File: src/rtl/bcs_pkg.sv
// Shared definitions for the burst command serializer.
// Assumes a two-bit command field in the header flit.
package bcs_pkg;
    localparam int CMD_W = 2;
    localparam logic [CMD_W-1:0] CMD_RD = 2'b00;
    localparam logic [CMD_W-1:0] CMD_WR = 2'b01;

    typedef enum logic [1:0] {
        ST_IDLE = 2'd0,
        ST_HEAD = 2'd1,
        ST_DATA = 2'd2
    } bcs_state_e;
endpackage

File: src/rtl/bcs_req_check.sv
// Combinational legality check and header packing for one request.
// Assumes LEN_W = log2(LINE_BYTES)+1 and a header exactly FLIT_W bits wide.
module bcs_req_check
    import bcs_pkg::*;
#(
    parameter int ADDR_W     = 40,
    parameter int LEN_W      = 7,
    parameter int SRC_W      = 14,
    parameter int TRD_W      = 4,
    parameter int LINE_BYTES = 64,
    parameter int WLEN_W     = 4,
    parameter int FLIT_W     = 65
) (
    input  logic [ADDR_W-1:0] addr,
    input  logic [LEN_W-1:0]  len,
    input  logic              is_write,
    input  logic [SRC_W-1:0]  srcid,
    input  logic [TRD_W-1:0]  trdid,
    output logic              legal,
    output logic [FLIT_W-1:0] header
);
    localparam int OFF_W   = $clog2(LINE_BYTES);
    localparam int HADDR_W = ADDR_W - 2;
    localparam int RES_W   = FLIT_W - 1 - HADDR_W - WLEN_W - CMD_W - SRC_W - TRD_W;

    logic [LEN_W:0]      line_end;
    logic                aligned;
    logic                len_ok;
    logic                fits;
    logic [WLEN_W-1:0]   wlen;
    logic [CMD_W-1:0]    cmd;

    // Rule checks: word alignment, length granularity, single-line burst.
    always_comb begin
        line_end = {{(LEN_W+1-OFF_W){1'b0}}, addr[OFF_W-1:0]} + {1'b0, len};
        aligned  = (addr[1:0] == 2'b00);
        len_ok   = (len != '0) && (len[1:0] == 2'b00);
        fits     = (line_end <= (LEN_W+1)'(LINE_BYTES));
        legal    = aligned && len_ok && fits;
    end

    // Header packing: word count minus one wraps to all-ones for a full line.
    always_comb begin
        wlen   = len[WLEN_W+1:2] - WLEN_W'(1);
        cmd    = is_write ? CMD_WR : CMD_RD;
        header = {~is_write, addr[ADDR_W-1:2], {RES_W{1'b0}}, wlen, cmd, srcid, trdid};
    end
endmodule

File: src/rtl/bcs_word_counter.sv
// Counts 32-bit words left in the write data phase, two per data flit.
// Assumes load and dec never assert in the same cycle.
module bcs_word_counter #(
    parameter int CNT_W = 5
) (
    input  logic             clk,
    input  logic             rst_n,
    input  logic             load,
    input  logic [CNT_W-1:0] load_words,
    input  logic             dec,
    output logic             last
);
    logic [CNT_W-1:0] remain;

    // Remaining-word register: loaded at header transfer, minus two per data flit.
    always_ff @(posedge clk) begin
        if (!rst_n)
            remain <= '0;
        else if (load)
            remain <= load_words;
        else if (dec)
            remain <= (remain > CNT_W'(2)) ? remain - CNT_W'(2) : '0;
    end

    // Final flit when at most two words are left.
    always_comb last = (remain <= CNT_W'(2));
endmodule

File: src/rtl/bcs_ctrl.sv
// Packet sequencing FSM: idle, header offer, data pass-through.
// Assumes upstream data holds stable while it waits for ready.
module bcs_ctrl
    import bcs_pkg::*;
(
    input  logic clk,
    input  logic rst_n,
    input  logic req_valid,
    input  logic req_legal,
    input  logic hdr_eop,
    input  logic flit_ready,
    input  logic wdata_valid,
    input  logic data_last,
    output logic req_ready,
    output logic accept_ok,
    output logic flit_valid,
    output logic wdata_ready,
    output logic sel_data,
    output logic cnt_load,
    output logic cnt_dec,
    output logic err_flag
);
    bcs_state_e state, state_nx;
    logic accept, head_fire, data_fire;

    // Handshake decode for the current state.
    always_comb begin
        req_ready   = (state == ST_IDLE);
        accept      = req_valid && req_ready;
        accept_ok   = accept && req_legal;
        sel_data    = (state == ST_DATA);
        flit_valid  = (state == ST_HEAD) || (sel_data && wdata_valid);
        wdata_ready = sel_data && flit_ready;
        head_fire   = (state == ST_HEAD) && flit_ready;
        data_fire   = sel_data && wdata_valid && flit_ready;
        cnt_load    = head_fire && !hdr_eop;
        cnt_dec     = data_fire;
    end

    // Next-state selection.
    always_comb begin
        state_nx = state;
        case (state)
            ST_IDLE: if (accept_ok) state_nx = ST_HEAD;
            ST_HEAD: if (head_fire) state_nx = hdr_eop ? ST_IDLE : ST_DATA;
            ST_DATA: if (data_fire && data_last) state_nx = ST_IDLE;
            default: state_nx = ST_IDLE;
        endcase
    end

    // State register.
    always_ff @(posedge clk) begin
        if (!rst_n) state <= ST_IDLE;
        else        state <= state_nx;
    end

    // Sticky error on an accepted illegal request.
    always_ff @(posedge clk) begin
        if (!rst_n)                    err_flag <= 1'b0;
        else if (accept && !req_legal) err_flag <= 1'b1;
    end
endmodule

File: src/rtl/burst_cmd_serializer.sv
// Top level: checks a burst request, registers its header flit, then
// passes write data beats through as payload flits with end-of-packet.
// Assumes FLIT_W = DATA_W + 1 and a 64-byte line at default settings.
module burst_cmd_serializer #(
    parameter int ADDR_W     = 40,
    parameter int SRC_W      = 14,
    parameter int TRD_W      = 4,
    parameter int DATA_W     = 64,
    parameter int LINE_BYTES = 64,
    localparam int LEN_W     = $clog2(LINE_BYTES) + 1,
    localparam int FLIT_W    = DATA_W + 1
) (
    input  logic              clk,
    input  logic              rst_n,
    input  logic              req_valid,
    output logic              req_ready,
    input  logic [ADDR_W-1:0] req_addr,
    input  logic [LEN_W-1:0]  req_len,
    input  logic              req_write,
    input  logic [SRC_W-1:0]  req_srcid,
    input  logic [TRD_W-1:0]  req_trdid,
    input  logic              wdata_valid,
    output logic              wdata_ready,
    input  logic [DATA_W-1:0] wdata,
    output logic              flit_valid,
    input  logic              flit_ready,
    output logic [FLIT_W-1:0] flit,
    output logic              err_flag
);
    localparam int WLEN_W  = $clog2(LINE_BYTES / 4);
    localparam int CNT_W   = LEN_W - 2;
    localparam int WLEN_LO = TRD_W + SRC_W + bcs_pkg::CMD_W;

    logic              legal, accept_ok, sel_data, cnt_load, cnt_dec, data_last;
    logic [FLIT_W-1:0] hdr_new, hdr_q;
    logic [CNT_W-1:0]  hdr_words;

    bcs_req_check #(
        .ADDR_W(ADDR_W), .LEN_W(LEN_W), .SRC_W(SRC_W), .TRD_W(TRD_W),
        .LINE_BYTES(LINE_BYTES), .WLEN_W(WLEN_W), .FLIT_W(FLIT_W)
    ) u_check (
        .addr(req_addr), .len(req_len), .is_write(req_write),
        .srcid(req_srcid), .trdid(req_trdid),
        .legal(legal), .header(hdr_new)
    );

    bcs_ctrl u_ctrl (
        .clk(clk), .rst_n(rst_n), .req_valid(req_valid), .req_legal(legal),
        .hdr_eop(hdr_q[FLIT_W-1]), .flit_ready(flit_ready),
        .wdata_valid(wdata_valid), .data_last(data_last),
        .req_ready(req_ready), .accept_ok(accept_ok), .flit_valid(flit_valid),
        .wdata_ready(wdata_ready), .sel_data(sel_data),
        .cnt_load(cnt_load), .cnt_dec(cnt_dec), .err_flag(err_flag)
    );

    // Word count recovered from the stored header field (field + 1).
    always_comb hdr_words = {1'b0, hdr_q[WLEN_LO +: WLEN_W]} + CNT_W'(1);

    bcs_word_counter #(.CNT_W(CNT_W)) u_cnt (
        .clk(clk), .rst_n(rst_n), .load(cnt_load), .load_words(hdr_words),
        .dec(cnt_dec), .last(data_last)
    );

    // Header register, captured when a legal request is taken.
    always_ff @(posedge clk) begin
        if (!rst_n)         hdr_q <= '0;
        else if (accept_ok) hdr_q <= hdr_new;
    end

    // Output mux: stored header, or data beat tagged with end-of-packet.
    always_comb flit = sel_data ? {data_last, wdata} : hdr_q;
endmodule

File: config.mk
export PLATFORM = sky130hd
export DESIGN_NAME = burst_cmd_serializer
export DESIGN_NICKNAME = d
export VERILOG_FILES = /design/src/rtl/bcs_pkg.sv /design/src/rtl/bcs_req_check.sv /design/src/rtl/bcs_word_counter.sv /design/src/rtl/bcs_ctrl.sv /design/src/rtl/burst_cmd_serializer.sv
export SDC_FILE = /design/constraint.sdc
export NUM_CORES = 1
export LEC_CHECK = 0
export ABC_AREA = 1
export BUFFER_PORTS_ARGS = -buffer_cell sky130_fd_sc_hd__buf_2
export CAP_MARGIN = 20
export CORE_MARGIN = 1.5
export CORE_UTILIZATION = 46
export CTS_CLUSTER_DIAMETER = 40
export DETAILED_ROUTE_END_ITERATION = 8
export GPL_TIMING_DRIVEN = 0
export PLACE_DENSITY = 0.88
export REMOVE_ABC_BUFFERS = 1
export SETUP_SLACK_MARGIN = 0.02
export SLEW_MARGIN = 20
export SYNTH_ARGS = -nofsm -noshare
export SYNTH_HDL_FRONTEND = slang
export SYNTH_SLANG_ARGS = --single-unit
File: constraint.sdc
create_clock -name clk -period 2.9 [get_ports clk]
set_input_delay 0.725 -clock clk [delete_from_list [all_inputs] [get_ports clk]]
set_output_delay 0.725 -clock clk [all_outputs]
set_load 0.01 [all_outputs]
==> metrics, run 1 <==
run status=completed; Routed Wire Length=approximately 10 mm; clock slew at the register clock pins of the worst setup and hold paths=0.08 ns; horizontal die dimension=96.27 µm; dominant cell type by count on the critical path=sky130_fd_sc_hd__nor2_1; most frequent standard cell in the layout excluding fill and tap cells=sky130_fd_sc_hd__nand2_1; count of filler cells inserted in the layout=just over 800; number of failing hold endpoints at the final stage=0; kind of path behind the tightest hold check=flip-flop to flip-flop; die height=96.27 µm; initial antenna violation count=0; drt via density=~4.6; hold buffer count at CTS=0; shortest period the worst path allows=2.684 ns; pwr dens=396.3 nW/µm²; post-synth top area cell=sky130_fd_sc_hd__dfxtp_1; Clock Sinks=70; endpoint of the worst-slack reg-to-reg timing path=u_cnt.remain[0]$_SDFFE_PN0P_; first-pass iteration count of the detailed router=4; setup repair after global routing missed its margin=no; endpoint of the most critical setup path=hdr_q[26]$_SDFFE_PN0P_; number of rows created at floorplan=33; cell at the slowest stage of the critical path=sky130_fd_sc_hd__nor2_1; setup slack of the most critical reg-to-reg path=around 0.80 ns; Inserted Clock Buffers=9; Maximum Capacitance Violations=0; launch instance of the worst register-to-register path=u_ctrl.state[1]$_SDFFE_PN0P_; synthesized netlist cell count=around 680; aggregate global routing overflow=0; WP data arrival=just under 3 ns; required time worst endpoint=3.13 ns; total via count in the routed design=approximately 4500; final estimated routing congestion in global placement=0.9014; Avg Cell Area, Syn=between 5 and 6 µm²; endpoint class of the critical path=flip-flop; Die Footprint=approximately 9300 µm²; clock tree from TritonCTS=done; number of port buffers=203; DRC violation count after routing=0; number of nets in the finished design=1011; initial DRC count=175; Fin Setup TNS=0 ns; yosys warns=0; count of pins on the block boundary=204; number of standard cells in the layout, taps in and fillers out=976; main area contributors after synthesis=sky130_fd_sc_hd__dfxtp_1 35%, sky130_fd_sc_hd__nand2_1 21%, sky130_fd_sc_hd__nor2_1 13%, sky130_fd_sc_hd__o21ai_0 8.3%, sky130_fd_sc_hd__inv_1 8.2%; initial cell density of the core=47.97%; Antenna Diode Count=0; fin. max-slew vios=0; layout cells sized above 1=26.52%; remaining antenna violation count=0; Register-to-Register Path Depth=9; fraction of the yosys area taken by sequential cells=between 30% and 40%; final-report setup violation count=0; start point of the critical path=req_len[4]; Leakage Power=3.069 nW; Tcrit/Tclk final=between 90% and 100%; Max Freq=372.6 MHz; maximum level of the CTS H-tree=3; actual slew at the worst max-slew pin=0.7000 ns; area share of the largest cell type after synthesis=between 30% and 40%; instance count after placement with tap cells included=around 960; most frequent cells in the layout=224 x sky130_fd_sc_hd__nand2_1, 202 x sky130_fd_sc_hd__buf_2, 139 x sky130_fd_sc_hd__nor2_1, 87 x sky130_fd_sc_hd__inv_1, 70 x sky130_fd_sc_hd__dfxtp_1; Post-Syn Area=around 4000 µm²; delay of the slowest cell on the worst path=0.54 ns; global-route wire length before repair=16.01 mm; final std cell area, no fill=about 5300 µm²; vias in the first global route=3764; worst hold path cell count=2; cell-by-cell listing of the critical path=buf_2, ha_1, a21oi_2, nor2_1, a21oi_1, nand2_1, nor2_1, nand3_2, nor2_1, nor2_1; Avg WL per Cell=10.74 µm; area of the core=around 8300 µm²; Worst Clk Skew=0.01095 ns; register bit total from synthesis=70; Max FO, Critical Path=13; worst-case vdd ir drop=between 0.15 and 0.2 mV; Area growth, synth to finish=33.55%; GRT Resource Usage Total=22.03%; CTS max path bufs=2; Clk Latency, worst-skew pair=approximately 0.34 ns; count of distinct cell types in the synthesized netlist=26; worst setup path class=primary input to flip-flop; largest net degree at the start of global routing=73; sort of element at the start of the critical path=primary input; clock root buffer=sky130_fd_sc_hd__clkbuf_8; Placement Cell Area=a little over 5000 µm²; total half-perimeter wirelength after legalization and detailed placement=7.252 mm; Slew headroom=between 50% and 60%
layer usage:
layer,part of all wire (%),GRT usage (%),vias to the layer above,wire [µm]
li1,-,-,2434,-
met1,43,24.49,1892,4472
met2,49,41.20,146,5111
met3,7.0,4.265,16,738
met4,1.5,7.843,0,156
met5,0,0,-,0
sequential cells by signal, summed over array words and instances (netlist names):
signal,flops
u_ctrl.err_flag,1
hdr_q,62
u_cnt.remain,5
u_ctrl.state,2
worst min-delay path by stage:
stage,from,end,slack (ns)
after floorplan,hdr_q[18]$_SDFFE_PN0P_,hdr_q[18]$_SDFFE_PN0P_,0.44
after global placement,hdr_q[18]$_SDFFE_PN0P_,hdr_q[18]$_SDFFE_PN0P_,0.46
after detailed placement,hdr_q[18]$_SDFFE_PN0P_,hdr_q[18]$_SDFFE_PN0P_,0.45
after CTS,hdr_q[18]$_SDFFE_PN0P_,hdr_q[18]$_SDFFE_PN0P_,0.47
after global routing,u_ctrl.err_flag$_SDFFE_PN0P_,u_ctrl.err_flag$_SDFFE_PN0P_,0.50
final,hdr_q[18]$_SDFFE_PN0P_,hdr_q[18]$_SDFFE_PN0P_,0.47
layout make-up:
cell class | instances | area, µm² | area share, %
tap | 105 | 131.4 | 2.458
clock buffer | 9 | 123.9 | 2.318
sequential | 70 | 1401 | 26.22
inverter | 87 | 326.6 | 6.111
timing repair buffer | 207 | 1101 | 20.60
multi-input combinational | 491 | 2162 | 40.46
clock inverter | 7 | 97.59 | 1.826
cell families after synthesis:
group,synth area share (%)
fa+ha+maj,3.315
flops,35.02
buf+inv,12.29
simple gates,38.34
xor+xnor,0.4379
compound gates,10.60
per-stage QoR:
step           power, mW  util (%)  hold WS, ns  worst slack (ns)
4_1_cts            2.134     63.88       0.4660            0.1347
2_1_floorplan      1.114         -       0.4411           -0.9240
3_5_place_dp       1.258     60.80       0.4530           -0.6022
3_3_place_gp       1.251     59.75       0.4566            -1.880
5_1_grt            2.221     64.07       0.4991           0.02979
6_report           2.118     64.07       0.4684            0.2159
what timing repair did:
item                                    CTS  global route
pin swaps                                 0             1
endpoints found under the hold margin     0             0
gates cloned                              2             1
setup buffers                             1             0
gates resized for setup                   1             1
endpoints found under the setup margin   38            69
power by group:
part | total [mW] | switching, mW | leakage (nW) | internal (mW)
Combinational | 0.266 | 0.143 | 2.40 | 0.123
Sequential | 0.980 | 0.00477 | 0.565 | 0.975
Clock | 0.872 | 0.385 | 0.106 | 0.487
Total | 2.12 | 0.533 | 3.07 | 1.59
cell usage after synthesis:
master / count
sky130_fd_sc_hd__ha_1: 9
sky130_fd_sc_hd__dfxtp_1: 70
sky130_fd_sc_hd__nand3b_1: 2
sky130_fd_sc_hd__nor3b_1: 1
sky130_fd_sc_hd__inv_1: 87
sky130_fd_sc_hd__nand3_1: 15
sky130_fd_sc_hd__a31oi_1: 4
sky130_fd_sc_hd__xnor2_1: 2
sky130_fd_sc_hd__nand3_2: 1
sky130_fd_sc_hd__a21oi_2: 1
sky130_fd_sc_hd__nand4_1: 3
sky130_fd_sc_hd__buf_1: 4
sky130_fd_sc_hd__or2_1: 1
sky130_fd_sc_hd__fa_1: 1
sky130_fd_sc_hd__nand2_1: 225
sky130_fd_sc_hd__nor2b_1: 2
sky130_fd_sc_hd__nor2_1: 139
sky130_fd_sc_hd__buf_2: 6
sky130_fd_sc_hd__o21ai_0: 66
sky130_fd_sc_hd__nor3_1: 2
sky130_fd_sc_hd__buf_6: 2
sky130_fd_sc_hd__clkbuf_1: 16
sky130_fd_sc_hd__nor4_1: 1
sky130_fd_sc_hd__nor2_2: 1
sky130_fd_sc_hd__a21oi_1: 12
sky130_fd_sc_hd__buf_4: 5
worst max-delay path, delay by kind of cell:
family | cells | cell delay (ns)
and+or+nand+nor | 6 | 1.36
adders and majority gates | 1 | 0.36
AOI/OAI and AO/OA | 2 | 0.34
buffers and inverters | 1 | 0.13
Note: power is estimated with default switching activity, not from simulation.
==> inputs of run 2 (changes only) <==
clock period = 2.54 ns   (was 2.9 ns; I/O delays follow)
==> metrics, run 2 (synthesized netlist as in run 1, its figures left out) <==
run status=completed (unchanged); initial antenna violation count=0 (unchanged); Max FO, Critical Path=9 (was 13); area of the core=8341 µm² (unchanged); global-route wire length before repair=16.47 mm (was 16.01 mm); Avg WL per Cell=12.11 µm (was 10.74 µm); final estimated routing congestion in global placement=0.9014 (unchanged); kind of path behind the tightest hold check=flip-flop to flip-flop (unchanged); clock root buffer=sky130_fd_sc_hd__clkbuf_8 (unchanged); layout cells sized above 1=28.39% (was 26.52%); total via count in the routed design=4677 (was 4488); part of the power in registers=45.7% (was 46.3%); power consumption=2.447 mW (was 2.118 mW); Clk Latency, worst-skew pair=0.33 ns (was 0.34 ns); DRC violation count after routing=0 (unchanged); max FFs per register=62 (unchanged); die height=96.27 µm (unchanged); number of nets in the finished design=1024 (was 1011); setup repair after global routing missed its margin=yes (was no); maximum level of the CTS H-tree=3 (unchanged); clock slew at the register clock pins of the worst setup and hold paths=0.08 ns (about the same); Antenna Diode Count=0 (unchanged); WP data arrival=2.75 ns (was 2.91 ns); Max Freq=404.1 MHz; combinational cell fraction of total power=13.6% (was 12.6%); most frequent standard cell in the layout excluding fill and tap cells=sky130_fd_sc_hd__nand2_1 (unchanged); count of pins on the block boundary=204 (unchanged); required time worst endpoint=2.82 ns (was 3.13 ns); final core utilization=67.39% (was 64.07%); final-report setup violation count=0 (unchanged); CTS max path bufs=2 (unchanged); remaining antenna violation count=0 (unchanged); Placement Cell Area=5071 µm² (unchanged); largest net degree at the start of global routing=73 (unchanged); worst-case vdd ir drop=0.2339 mV (was 0.1941 mV); Area growth, synth to finish=40.46% (was 33.55%); worst setup timing slack at the placement stage=-0.8722 ns (was -0.6022 ns); Switch Pwr=0.6204 mW (was 0.5327 mW); Maximum Capacitance Violations=0 (unchanged); Worst Clk Skew=0.009401 ns (was 0.01095 ns); shortest period the worst path allows=2.474 ns; switch share=25.36% (was 25.15%); clock tree from TritonCTS=done (unchanged); final std cell area, no fill=5620 µm² (was 5344 µm²); actual slew at the worst max-slew pin=0.7272 ns (was 0.7000 ns); fin. max-slew vios=0 (unchanged); initial DRC count=227 (was 175); Routed Wire Length=11.97 mm (was 10.48 mm); vias in the first global route=3822 (was 3764); clock network power share=40.7% (was 41.2%); GRT Resource Usage Total=22.81% (was 22.03%); Slew headroom=51.31% (was 53.16%); largest registers in the final layout=hdr_q (62), u_cnt.remain (5), u_ctrl.state (2) (unchanged); first-pass iteration count of the detailed router=5 (was 4); initial cell density of the core=47.97% (unchanged); register name with the most flops=hdr_q (unchanged); pwr dens=435.3 nW/µm² (was 396.3 nW/µm²); post-route setup slack=0.06552 ns (was 0.2159 ns); sort of element at the start of the critical path=primary input (unchanged); instance count after placement with tap cells included=956 (unchanged); number of rows created at floorplan=33 (unchanged); number of standard cells in the layout, taps in and fillers out=989 (was 976); number of failing hold endpoints at the final stage=0 (unchanged); Inserted Clock Buffers=9 (unchanged); worst setup path class=primary input to flip-flop (unchanged); aggregate global routing overflow=0 (unchanged); Clock Sinks=70 (unchanged); number of port buffers=203 (unchanged); drt via density=4.729 (was 4.598); horizontal die dimension=96.27 µm (unchanged); Tcrit/Tclk final=97.42%; total half-perimeter wirelength after legalization and detailed placement=7.252 mm (unchanged); endpoint class of the critical path=flip-flop (unchanged); Die Footprint=9267 µm² (unchanged); most frequent cells in the layout=222 x sky130_fd_sc_hd__nand2_1, 200 x sky130_fd_sc_hd__buf_2, 136 x sky130_fd_sc_hd__nor2_1, 86 x sky130_fd_sc_hd__inv_1, 70 x sky130_fd_sc_hd__dfxtp_1 (was 224 x sky130_fd_sc_hd__nand2_1, 202 x sky130_fd_sc_hd__buf_2, 139 x sky130_fd_sc_hd__nor2_1, 87 x sky130_fd_sc_hd__inv_1, 70 x sky130_fd_sc_hd__dfxtp_1); P_int=1.826 mW (was 1.585 mW); Leakage Power=3.187 nW (was 3.069 nW)
run 2: power by group through the flow:
stage	Sequential, mW	Clock, mW	Combinational [mW]
after CTS	1.12	1.02	0.305
final	1.12	0.996	0.332
after detailed placement	1.14	0	0.292
after global placement	1.14	0	0.285
after floorplan	1.14	0	0.129
after global routing	1.12	1.08	0.373
run 2: layer usage:
layer | vias to the layer above | share of wire, % | GRT usage (%)
met1 | 2015 | 41 | 25.99
met5 | - | 0 | 0
met4 | 0 | 0.89 | 9.314
met3 | 11 | 7.7 | 4.423
li1 | 2461 | - | -
met2 | 190 | 51 | 41.31
run 2: critical path, stage by stage:
cell and delay [ns]:
sky130_fd_sc_hd__buf_6 0.10, sky130_fd_sc_hd__ha_4 0.16, sky130_fd_sc_hd__fa_1 0.43, sky130_fd_sc_hd__or2_1 0.21
sky130_fd_sc_hd__nor2_1 0.09, sky130_fd_sc_hd__nand3_1 0.07, sky130_fd_sc_hd__nor2_1 0.12, sky130_fd_sc_hd__nand2_1 0.10
sky130_fd_sc_hd__nand2_4 0.13, sky130_fd_sc_hd__nand3_4 0.09, sky130_fd_sc_hd__buf_12 0.19, sky130_fd_sc_hd__clkbuf_16 0.17
sky130_fd_sc_hd__nand2_1 0.07, sky130_fd_sc_hd__nand2_1 0.05, sky130_fd_sc_hd__nor2_1 0.11
run 2: final timing paths:
path                                   to                    startpoint  depth (start not counted)  slack (ns)
max                hdr_q[21]$_SDFFE_PN0P_                   req_addr[0]                         15        0.07
min                hdr_q[18]$_SDFFE_PN0P_        hdr_q[18]$_SDFFE_PN0P_                          2        0.47
max reg2reg  u_cnt.remain[0]$_SDFFE_PN0P_  u_ctrl.state[0]$_SDFFE_PN0P_                          7        0.39
min reg2reg        hdr_q[18]$_SDFFE_PN0P_        hdr_q[18]$_SDFFE_PN0P_                          2        0.47
run 2: cell type report:
| cell class | count | area [µm²] |
|---|---|---|
| flip-flops and latches | 70 | 1401 |
| well taps | 105 | 131.4 |
| inverters | 87 | 326.6 |
| clock inverters | 7 | 97.59 |
| multi-input cells | 491 | 2215 |
| fillers | 758 | 2720 |
| clock buffers | 9 | 123.9 |
| repair buffers | 220 | 1325 |
run 2: metrics by stage:
stage             TNS, ns  hold WS (ns)
2_1_floorplan     -139.01        0.4411
3_3_place_gp      -244.45        0.4566
3_5_place_dp       -45.11        0.4530
4_1_cts                 0        0.4660
5_1_grt        -0.0006992        0.5014
6_report                0        0.4727
run 2: timing repair:
item / in CTS / in global routing
endpoints found under the setup margin: 113 / 76
gates resized for setup: 4 / 16
cloned: 3 / 8
pin swaps: 1 / 11
buffers inserted: 3 / 3
hold buffers: 0 / 0
==> inputs of run 3 (changes only) <==
GPL_TIMING_DRIVEN = 1   (was 0)
==> metrics, run 3 (synthesized netlist as in run 1, its figures left out) <==
run status=completed (unchanged); wire length on met1=4.533 mm (was 4.850 mm); initial DRC count=189 (was 227); area of the core=8341 µm² (unchanged); total via count in the routed design=4584 (was 4677); destination of the worst hold path=hdr_q[18]$_SDFFE_PN0P_ (unchanged); CTS max path bufs=2 (unchanged); GRT Resource Usage Total=20.70% (was 22.81%); largest net degree at the start of global routing=69 (was 73); initial antenna violation count=0 (unchanged); setup repair after global routing missed its margin=yes (unchanged); launch instance of the worst register-to-register path=u_ctrl.state[1]$_SDFFE_PN0P_ (was u_ctrl.state[0]$_SDFFE_PN0P_); WP data arrival=2.75 ns (about the same); max FFs per register=62 (unchanged); Leakage Power=3.243 nW (was 3.187 nW); final-report setup violation count=0 (unchanged); layout cells sized above 1=28.04% (was 28.39%); number of rows created at floorplan=33 (unchanged); hold buffer count at CTS=0 (unchanged); Fin Setup TNS=0 ns (unchanged); most frequent standard cell in the layout excluding fill and tap cells=sky130_fd_sc_hd__nand2_1 (unchanged); number of port buffers=203 (unchanged); setup slack of the most critical reg-to-reg path=0.66 ns (was 0.39 ns); area taken by multi-input logic gates=2128 µm² (was 2215 µm²); pwr dens=428.0 nW/µm² (was 435.3 nW/µm²); actual slew at the worst max-slew pin=0.5476 ns (was 0.7272 ns); Max Freq=404.0 MHz (was 404.1 MHz); final std cell area, no fill=5613 µm² (was 5620 µm²); max layer used=met4 (unchanged); Clk Latency, worst-skew pair=0.33 ns (about the same); Placement Cell Area=5191 µm² (was 5071 µm²); number of failing hold endpoints at the final stage=0 (unchanged); combined flip-flop and latch cell area=1401 µm² (unchanged); total half-perimeter wirelength after legalization and detailed placement=7.608 mm (was 7.252 mm); Area growth, synth to finish=40.28% (was 40.46%); aggregate global routing overflow=0 (unchanged); worst setup path class=primary input to flip-flop (unchanged); Register-to-Register Path Depth=10 (was 7); DRC violation count after routing=0 (unchanged); drt via density=4.616 (was 4.729); clock tree from TritonCTS=done (unchanged); Max FO, Critical Path=17 (was 9); wire length on met2=5.213 mm (was 6.088 mm); Worst Clk Skew=0.005596 ns (was 0.009401 ns); final core utilization=67.30% (was 67.39%); most frequent cells in the layout=224 x sky130_fd_sc_hd__nand2_1, 203 x sky130_fd_sc_hd__buf_2, 138 x sky130_fd_sc_hd__nor2_1, 87 x sky130_fd_sc_hd__inv_1, 70 x sky130_fd_sc_hd__dfxtp_1 (was 222 x sky130_fd_sc_hd__nand2_1, 200 x sky130_fd_sc_hd__buf_2, 136 x sky130_fd_sc_hd__nor2_1, 86 x sky130_fd_sc_hd__inv_1, 70 x sky130_fd_sc_hd__dfxtp_1); horizontal die dimension=96.27 µm (unchanged); shortest period the worst path allows=2.475 ns (was 2.474 ns); Die Footprint=9267 µm² (unchanged); clock slew at the register clock pins of the worst setup and hold paths=0.08 ns (about the same); Antenna Diode Count=0 (unchanged); Clock Sinks=70 (unchanged); clock root buffer=sky130_fd_sc_hd__clkbuf_8 (unchanged); register name with the most flops=hdr_q (unchanged); count of filler cells inserted in the layout=765 (was 758); sort of element at the start of the critical path=primary input (unchanged); global-route wire length before repair=15.11 mm (was 16.47 mm); met3 wire length=838 µm (was 927 µm); Hold Path Origin=hdr_q[18]$_SDFFE_PN0P_ (unchanged); Avg WL per Cell=10.79 µm (was 12.11 µm); Tcrit/Tclk final=97.44% (was 97.42%); die height=96.27 µm (unchanged); largest registers in the final layout=hdr_q (62), u_cnt.remain (5), u_ctrl.state (2) (unchanged); count of pins on the block boundary=204 (unchanged); required time worst endpoint=2.81 ns (was 2.82 ns); maximum level of the CTS H-tree=3 (unchanged); endpoint class of the critical path=flip-flop (unchanged); final estimated routing congestion in global placement=0.8375 (was 0.9014); vias in the first global route=3655 (was 3822); Inserted Clock Buffers=9 (unchanged); Routed Wire Length=10.72 mm (was 11.97 mm); first-pass iteration count of the detailed router=4 (was 5); kind of path behind the tightest hold check=flip-flop to flip-flop (unchanged); worst-case vdd ir drop=0.3272 mV (was 0.2339 mV); remaining antenna violation count=0 (unchanged); fin. max-slew vios=0 (unchanged); worst hold path cell count=2 (unchanged); endpoint of the worst-slack reg-to-reg timing path=u_cnt.remain[0]$_SDFFE_PN0P_ (unchanged); initial cell density of the core=47.97% (unchanged); number of nets in the finished design=1029 (was 1024); Maximum Capacitance Violations=0 (unchanged); Slew headroom=63.41% (was 51.31%)
run 3: per-layer routing:
metal | GRT usage [%] | vias up
met5 | 0 | -
met4 | 4.779 | 0
met3 | 6.319 | 17
met2 | 38.38 | 167
met1 | 22.88 | 1932
li1 | - | 2468
run 3: how the worst max path moves through the flow:
stage                                  from                            to  slack (ns)  cells after the start
6_report                        req_addr[0]        hdr_q[53]$_SDFFE_PN0P_        0.06                     15
3_3_place_gp                    req_addr[0]        hdr_q[22]$_SDFFE_PN0P_       -0.13                     13
5_1_grt                         req_addr[0]        hdr_q[53]$_SDFFE_PN0P_       -0.05                     15
4_1_cts                         req_addr[0]        hdr_q[22]$_SDFFE_PN0P_        0.15                     14
3_5_place_dp                    req_addr[0]        hdr_q[17]$_SDFFE_PN0P_       -0.19                     14
2_1_floorplan  u_ctrl.state[1]$_SDFFE_PN0P_  u_cnt.remain[0]$_SDFFE_PN0P_       -1.20                      9
run 3: final cells by class:
type,instances,share of cell area (%)
sequential,70,24.97
timing repair buffer,228,25.21
multi-input combinational,488,37.92
inverter,87,5.818
clock inverter,6,1.538
tap,105,2.341
clock buffer,9,2.207
run 3: critical path: stages:
cell,delay (ns)
sky130_fd_sc_hd__buf_2,0.11
sky130_fd_sc_hd__ha_2,0.19
sky130_fd_sc_hd__fa_1,0.42
sky130_fd_sc_hd__or2_1,0.23
sky130_fd_sc_hd__nor2_1,0.09
sky130_fd_sc_hd__nand3_1,0.09
sky130_fd_sc_hd__nor2_1,0.12
sky130_fd_sc_hd__nand2_1,0.09
sky130_fd_sc_hd__nand2_2,0.10
sky130_fd_sc_hd__nand3_4,0.08
sky130_fd_sc_hd__buf_12,0.19
sky130_fd_sc_hd__clkbuf_16,0.18
sky130_fd_sc_hd__nand2_1,0.07
sky130_fd_sc_hd__nand2_1,0.05
sky130_fd_sc_hd__nor2_1,0.10
run 3: per-stage QoR:
step                      hold WS, ns  setup WS (ns)  power (mW)  cells
after global placement         0.4522        -0.1290       1.451    969
after floorplan                0.4411         -1.204       1.272    645
final                          0.4704        0.06498       2.402    993
after CTS                      0.4757         0.1540       2.411    984
after global routing           0.4967       -0.04670       2.516    993
after detailed placement       0.4631        -0.1876       1.457    969
run 3: power breakdown:
| group | total [mW] | internal, mW | switching, mW |
|---|---|---|---|
| clock | 0.952 | 0.547 | 0.405 |
| combinational | 0.331 | 0.163 | 0.168 |
| sequential | 1.12 | 1.11 | 0.00552 |
run 3: repair_timing:
item,CTS,global route
endpoints found under the setup margin,0,39
gates resized for setup,0,6
setup buffers,0,3
endpoints found under the hold margin,0,0
